==> src/rtl/selfprog_pkg.sv <==
package selfprog_pkg;
  localparam int CMD_W = 5;
  localparam int CSR_W = 8;
  localparam int BLK_BIT = 6;

  typedef enum logic [2:0] {
    OP_NONE, OP_LOAD, OP_ERASE, OP_WRITE, OP_LOCK, OP_REEN
  } op_e;

  function automatic op_e decode_op(input logic [CMD_W-1:0] c);
    case (c)
      5'b00001: decode_op = OP_LOAD;
      5'b00011: decode_op = OP_ERASE;
      5'b00101: decode_op = OP_WRITE;
      5'b01001: decode_op = OP_LOCK;
      5'b10001: decode_op = OP_REEN;
      default:  decode_op = OP_NONE;
    endcase
  endfunction

  function automatic logic is_long(input op_e o);
    is_long = (o == OP_ERASE) || (o == OP_WRITE) || (o == OP_LOCK);
  endfunction
endpackage

==> src/rtl/selfprog_window.sv <==
module selfprog_window #(
  parameter int WINDOW = 4
) (
  input  logic clk_i,
  input  logic rst_ni,
  input  logic arm_i,
  input  logic cancel_i,
  output logic armed_o,
  output logic last_o
);
  localparam int CNT_W = $clog2(WINDOW + 1);
  localparam logic [CNT_W-1:0] CNT_MAX = CNT_W'(WINDOW);

  logic [CNT_W-1:0] cnt_q;

  always_ff @(posedge clk_i or negedge rst_ni) begin
    if (!rst_ni)            cnt_q <= '0;
    else if (arm_i)         cnt_q <= CNT_MAX;
    else if (cancel_i)      cnt_q <= '0;
    else if (cnt_q != '0)   cnt_q <= cnt_q - 1'b1;
  end

  assign armed_o = (cnt_q != '0);
  assign last_o  = (cnt_q == CNT_W'(1));

  // window closes after its last cycle unless re-armed
  assert_window_closes_R4: assert property (@(posedge clk_i) disable iff (!rst_ni)
    (last_o && !arm_i) |=> !armed_o);
  assert_arm_opens_R4: assert property (@(posedge clk_i) disable iff (!rst_ni)
    arm_i |=> armed_o);
endmodule

==> src/rtl/selfprog_seq.sv <==
module selfprog_seq
  import selfprog_pkg::*;
(
  input  logic clk_i,
  input  logic rst_ni,
  input  logic start_i,
  input  op_e  op_i,
  input  logic done_i,
  output logic busy_o,
  output op_e  run_op_o,
  output logic load_pulse_o,
  output logic finish_o
);
  logic busy_q, load_q;
  op_e  run_q;

  always_ff @(posedge clk_i or negedge rst_ni) begin
    if (!rst_ni) begin
      busy_q <= 1'b0;
      run_q  <= OP_NONE;
      load_q <= 1'b0;
    end else begin
      load_q <= start_i && (op_i == OP_LOAD);
      if (start_i && is_long(op_i)) begin
        busy_q <= 1'b1;
        run_q  <= op_i;
      end else if (busy_q && done_i) begin
        busy_q <= 1'b0;
        run_q  <= OP_NONE;
      end
    end
  end

  assign busy_o       = busy_q;
  assign run_op_o     = run_q;
  assign load_pulse_o = load_q;
  assign finish_o     = busy_q && done_i;

  // a load request lasts one cycle
  assert_load_single_R5: assert property (@(posedge clk_i) disable iff (!rst_ni)
    load_q |=> !load_q);
  // completion ends the operation
  assert_done_releases_R6: assert property (@(posedge clk_i) disable iff (!rst_ni)
    (busy_q && done_i) |=> !busy_q);
  assert_busy_holds_R6: assert property (@(posedge clk_i) disable iff (!rst_ni)
    (busy_q && !done_i) |=> (busy_q && $stable(run_q)));
endmodule

==> src/rtl/selfprog_ctrl.sv <==
module selfprog_ctrl
  import selfprog_pkg::*;
#(
  parameter int WINDOW = 4
) (
  input  logic             clk_i,
  input  logic             rst_ni,
  input  logic             csr_we_i,
  input  logic [CSR_W-1:0] csr_wdata_i,
  output logic [CSR_W-1:0] csr_rdata_o,
  input  logic             spm_exec_i,
  input  logic             flash_done_i,
  output logic             req_load_o,
  output logic             req_erase_o,
  output logic             req_write_o,
  output logic             req_lock_o,
  output logic             cpu_halt_o,
  output logic             busy_o,
  input  logic             app_rd_req_i,
  output logic             app_rd_grant_o
);
  logic [CMD_W-1:0] cmd_q;
  logic             blk_q;
  logic             busy, armed, last, finish, load_pulse;
  logic             wr_ok, accept, expire;
  op_e              cur_op, run_op;

  assign cur_op = decode_op(cmd_q);
  assign wr_ok  = csr_we_i && !busy;
  // a write in the same cycle as the strobe wins
  assign accept = armed && spm_exec_i && !busy && !csr_we_i && (cur_op != OP_NONE);
  assign expire = last && !accept && !wr_ok;

  selfprog_window #(.WINDOW(WINDOW)) u_window (
    .clk_i    (clk_i),
    .rst_ni   (rst_ni),
    .arm_i    (wr_ok),
    .cancel_i (accept),
    .armed_o  (armed),
    .last_o   (last)
  );

  selfprog_seq u_seq (
    .clk_i        (clk_i),
    .rst_ni       (rst_ni),
    .start_i      (accept),
    .op_i         (cur_op),
    .done_i       (flash_done_i),
    .busy_o       (busy),
    .run_op_o     (run_op),
    .load_pulse_o (load_pulse),
    .finish_o     (finish)
  );

  always_ff @(posedge clk_i or negedge rst_ni) begin
    if (!rst_ni)                                            cmd_q <= '0;
    else if (wr_ok)                                         cmd_q <= csr_wdata_i[CMD_W-1:0];
    else if (accept && (cur_op == OP_LOAD || cur_op == OP_REEN)) cmd_q <= '0;
    else if (finish || expire)                              cmd_q <= '0;
  end

  always_ff @(posedge clk_i or negedge rst_ni) begin
    if (!rst_ni) blk_q <= 1'b0;
    else if (accept && (cur_op == OP_ERASE || cur_op == OP_WRITE)) blk_q <= 1'b1;
    else if (accept && cur_op == OP_REEN) blk_q <= 1'b0;
  end

  always_comb begin
    csr_rdata_o = '0;
    csr_rdata_o[CMD_W-1:0] = cmd_q;
    csr_rdata_o[BLK_BIT]   = blk_q;
  end

  assign req_load_o     = load_pulse;
  assign req_erase_o    = busy && (run_op == OP_ERASE);
  assign req_write_o    = busy && (run_op == OP_WRITE);
  assign req_lock_o     = busy && (run_op == OP_LOCK);
  assign cpu_halt_o     = busy;
  assign busy_o         = busy;
  assign app_rd_grant_o = app_rd_req_i && !blk_q;

  // enable bit stays set while busy
  assert_enable_while_busy_R6: assert property (@(posedge clk_i) disable iff (!rst_ni)
    busy |-> cmd_q[0]);
  assert_done_clears_R6: assert property (@(posedge clk_i) disable iff (!rst_ni)
    (busy && flash_done_i) |=> (cmd_q == '0));
  // writes ignored while busy
  assert_busy_write_ignored_R7: assert property (@(posedge clk_i) disable iff (!rst_ni)
    (csr_we_i && busy && !flash_done_i) |=> $stable(cmd_q));
  // expired window clears the command
  assert_expire_clears_R4: assert property (@(posedge clk_i) disable iff (!rst_ni)
    expire |=> (cmd_q == '0));
  // erase or write implies blocked section
  assert_blocked_in_erase_R8: assert property (@(posedge clk_i) disable iff (!rst_ni)
    (req_erase_o || req_write_o) |-> !app_rd_grant_o);
  assert_one_request: assert property (@(posedge clk_i) disable iff (!rst_ni)
    $onehot0({req_load_o, req_erase_o, req_write_o, req_lock_o}));
  // strobe without armed command starts nothing
  assert_unarmed_ignored_R10: assert property (@(posedge clk_i) disable iff (!rst_ni)
    (!armed && !csr_we_i && !busy) |=> (!busy && !req_load_o));
endmodule

==> config.mk <==
export PLATFORM = sky130hd
export DESIGN_NAME = selfprog_ctrl
export DESIGN_NICKNAME = d
export VERILOG_FILES = /design/src/rtl/selfprog_pkg.sv /design/src/rtl/selfprog_window.sv /design/src/rtl/selfprog_seq.sv /design/src/rtl/selfprog_ctrl.sv
export SDC_FILE = /design/constraint.sdc
export NUM_CORES = 1
export LEC_CHECK = 0
export CORE_UTILIZATION = 31
export CTS_CLUSTER_DIAMETER = 80
export DETAILED_ROUTE_END_ITERATION = 8
export GPL_TIMING_DRIVEN = 0
export PLACE_DENSITY_LB_ADDON = 0.08
export SYNTH_ARGS = -nofsm -noshare
export SYNTH_HDL_FRONTEND = slang
export SYNTH_SLANG_ARGS = --single-unit
==> constraint.sdc <==
create_clock -name clk_i -period 1.8 [get_ports clk_i]
set_input_delay 0.27 -clock clk_i [delete_from_list [all_inputs] [get_ports clk_i]]
set_output_delay 0.27 -clock clk_i [all_outputs]
set_load 0.05 [all_outputs]
==> flow_summary.yaml <==
global_route:
  grt_max_degree: 15
  grt_usage: 0.154
  grt_overflow: 0
  grt_pass1_wl_um: 3060
  first_global_vias: 688
  antenna_found_initial: 0
cells_and_area:
  num-nets-final: 128
  layoutNonFillerInstCount: 140
  n_antenna_cell: 0
  final_cell_area_mm2: 0.00116
  post-route-util: 0.469
  syn2layout_area_growth_pct: 42.5
  drive_above_1_share: 0.218
drt:
  viasPerCell: 5.06
  wl_per_cell_um: 13.3
  dr.pass1.iters: 4
  routed_wirelength_um: 1860
  num_vias: 708
  drt_iter0_drc: 12
  antenna_left: 0
  drc: 0
pwr:
  p_int_mw: 0.780
  power_switching_mw: 0.552
  p_clk_frac: 0.179
  p_leak_nw: 0.519
  pwr-share-comb: 0.463
  switching_share: 0.414
  power_density_mw_per_mm2: 1150
  ir_drop_uv: 674
  power_frac_seq: 0.358
timing:
  hold_viol: 0
  fin_crit_ns: 1.75
  drv_slew: 0
  grt_setup_unrepaired: "false"
  relSlewSlack: 0.545
  final.period_utilization: 0.974
  tightest_slew_ns: 0.680
  setup-tns-final_ns: 0
  setup_viol: 0
  clock_skew_ns: 0.00889
  max_freq_mhz: 571
  setup_ws_ns: 0.0472
synthesis:
  synth-compound-area-share: 0.223
  syn_area_per_cell_um2: 10.1
  synthDistinctLibCells: 34
  synth_seq_cells: 14
  syn-cell-area_um2: 815
  synth-adder-area-share: 0.0461
  syn_inst: 81
  ys_seq_area_frac: 0.430
  synth_edf_count: 0
  synth_flop_cell: "dfrtp_1"
  synth-async-reset-ratio: 1.00
  synth_top_family_by_area: "compound AO/OA/AOI/OAI gates"
  muxShareOfSynthArea: 0
  ys_warn_count: 0
  synth_simple_gate_area_frac: 0.180
  synth-xor-area-share: 0.0108
job:
  maxCapViolations: 0
worst_setup_path:
  path_class: "reg2out"
  cp.buffers_inverters: 1
  required_ns: 1.53
  path_max_fanout: 3
  cpMaxStageDelayCell: "clkdlybuf4s50_1"
  cp_slowest_stage_delay_ns: 0.81
  cp-end-kind: "primary output"
  cp.arrival_ns: 1.48
  critical_path.startpoint_type: "flop"
  cp_cell_sequence: "clkdlybuf4s50_1"
  cp_top_family: "buffers and inverters"
placement:
  dp_hpwl_um: 1340
  io_buffers: 23
  place_ws_ns: -0.188
  post_dp_cell_area_mm2: 0.00112
  dp.cells: 135
  gp_congestion: 0.721
outcome:
  status: "finished clean"
clock_tree:
  cts_buffers: 3
  cts_buffer_depth: 2
  cts-root-buf: "clkbuf_4"
  cts.reportedPaths.clkPinSlew_ns: 0.10
  htree_levels: 1
  cts.sinks: 14
  ctsHoldBuffers: 0
  clkLatencyLatePin_ns: 0.29
  cts_tree: "built"
floorplan:
  core-area_mm2: 0.00248
  die_h_um: 53.3
  start_util: 0.329
  die_area_mm2: 0.00284
  rows: 18
  die_w_um: 53.3
  io_pins: 29
hold_path:
  worstHoldPathType: "in2async"
placed cells by master (no fill, tap or decap), types with 2 or more instances in the layout:
cell type,Yosys,final
nor2_1,6,6
conb_1,1,2
buf_4,4,5
a22oi_1,3,3
buf_2,0,2
nand2_1,6,6
dfrtp_1,14,13
inv_1,5,5
a22o_1,3,3
clkdlybuf4s50_1,0,15
a32o_1,2,2
buf_6,3,3
a21oi_1,4,4
ha_1,3,3
a211oi_1,3,3
nor2b_1,4,4
clkbuf_4,0,3
dlygate4sd2_1,0,5
metrics by stage:
stage / total power, mW / hold WS [ns]
3_5_place_dp: 1.08 / 0.550
2_1_floorplan: 0.916 / -0.0256
5_1_grt: 1.42 / 0.447
4_1_cts: 1.32 / 0.404
6_report: 1.33 / 0.382
3_3_place_gp: 1.07 / 0.534
registers in the layout, indices dropped and copies added, names as in the netlist:
register / flops
cmd_q: 5
u_seq.run_op_o: 3
u_window.cnt_q: 3
blk_q: 1
u_seq.busy_o: 1
u_seq.load_pulse_o: 1
power groups by stage:
| stage | sequential [mW] | clock, mW | combinational, mW |
|---|---|---|---|
| final | 0.477 | 0.238 | 0.617 |
| after global routing | 0.489 | 0.250 | 0.680 |
| after CTS | 0.478 | 0.246 | 0.600 |
| after detailed placement | 0.482 | 0 | 0.600 |
| after global placement | 0.481 | 0 | 0.593 |
| after floorplan | 0.554 | 0 | 0.362 |
cell families after synthesis:
family / count (synthesis)
buffers and inverters: 13
AOI/OAI and AO/OA: 23
DFF: 14
xor gates and xnor gates: 1
adders and majority gates: 3
other: 1
and+or+nand+nor: 26
Yosys cell counts (2+ instances only):
master	n	area share
a32o_1	2	0.025
a21oi_1	4	0.025
nand2_1	6	0.028
a211oi_1	3	0.028
buf_4	4	0.037
a22o_1	3	0.032
inv_1	5	0.023
ha_1	3	0.046
dfrtp_1	14	0.43
nor2_1	6	0.028
nor2b_1	4	0.031
a22oi_1	3	0.028
buf_6	3	0.041
metal layers:
layer / GRT usage / vias up / routed length, µm
li1: - / 346 / -
met1: 0.194 / 338 / 871
met2: 0.250 / 18 / 869
met3: 0.0259 / 6 / 73
met4: 0.0789 / 0 / 41
met5: 0 / - / 0
worst paths after layout:
| kind | startpoint | end | slack (ns) | cells after the start |
|---|---|---|---|---|
| hold reg to reg | u_window.cnt_q[1] | u_window.cnt_q[1] | 0.56 | 2 |
| max in group asynchronous | rst_ni | u_seq.busy_o | 0.95 | 1 |
| min in group clk_i | u_window.cnt_q[1] | u_window.cnt_q[1] | 0.56 | 2 |
| setup reg to reg | u_window.cnt_q[0] | cmd_q[0] | 0.09 | 6 |
| setup / recovery | cmd_q[0] | csr_rdata_o[0] | 0.05 | 1 |
| hold / removal | rst_ni | cmd_q[0] | 0.38 | 1 |
timing repair:
| action | CTS | global route |
|---|---|---|
| pin swaps | 1 | 0 |
| setup buffers | 1 | 0 |
| setup endpoints to repair | 10 | 5 |
| resized for setup | 14 | 5 |
| gates cloned | 0 | 0 |
layout make-up:
cell class              instances  area, µm²
flip-flops and latches         14        352
multi-input cells              55        427
well taps                      30       37.5
fillers                       256       1320
inverters                       5       18.8
plain buffers                   8       67.6
clock buffers                   4       36.3
repair buffers                 24        223
Power figures use the tool's default switching activity.
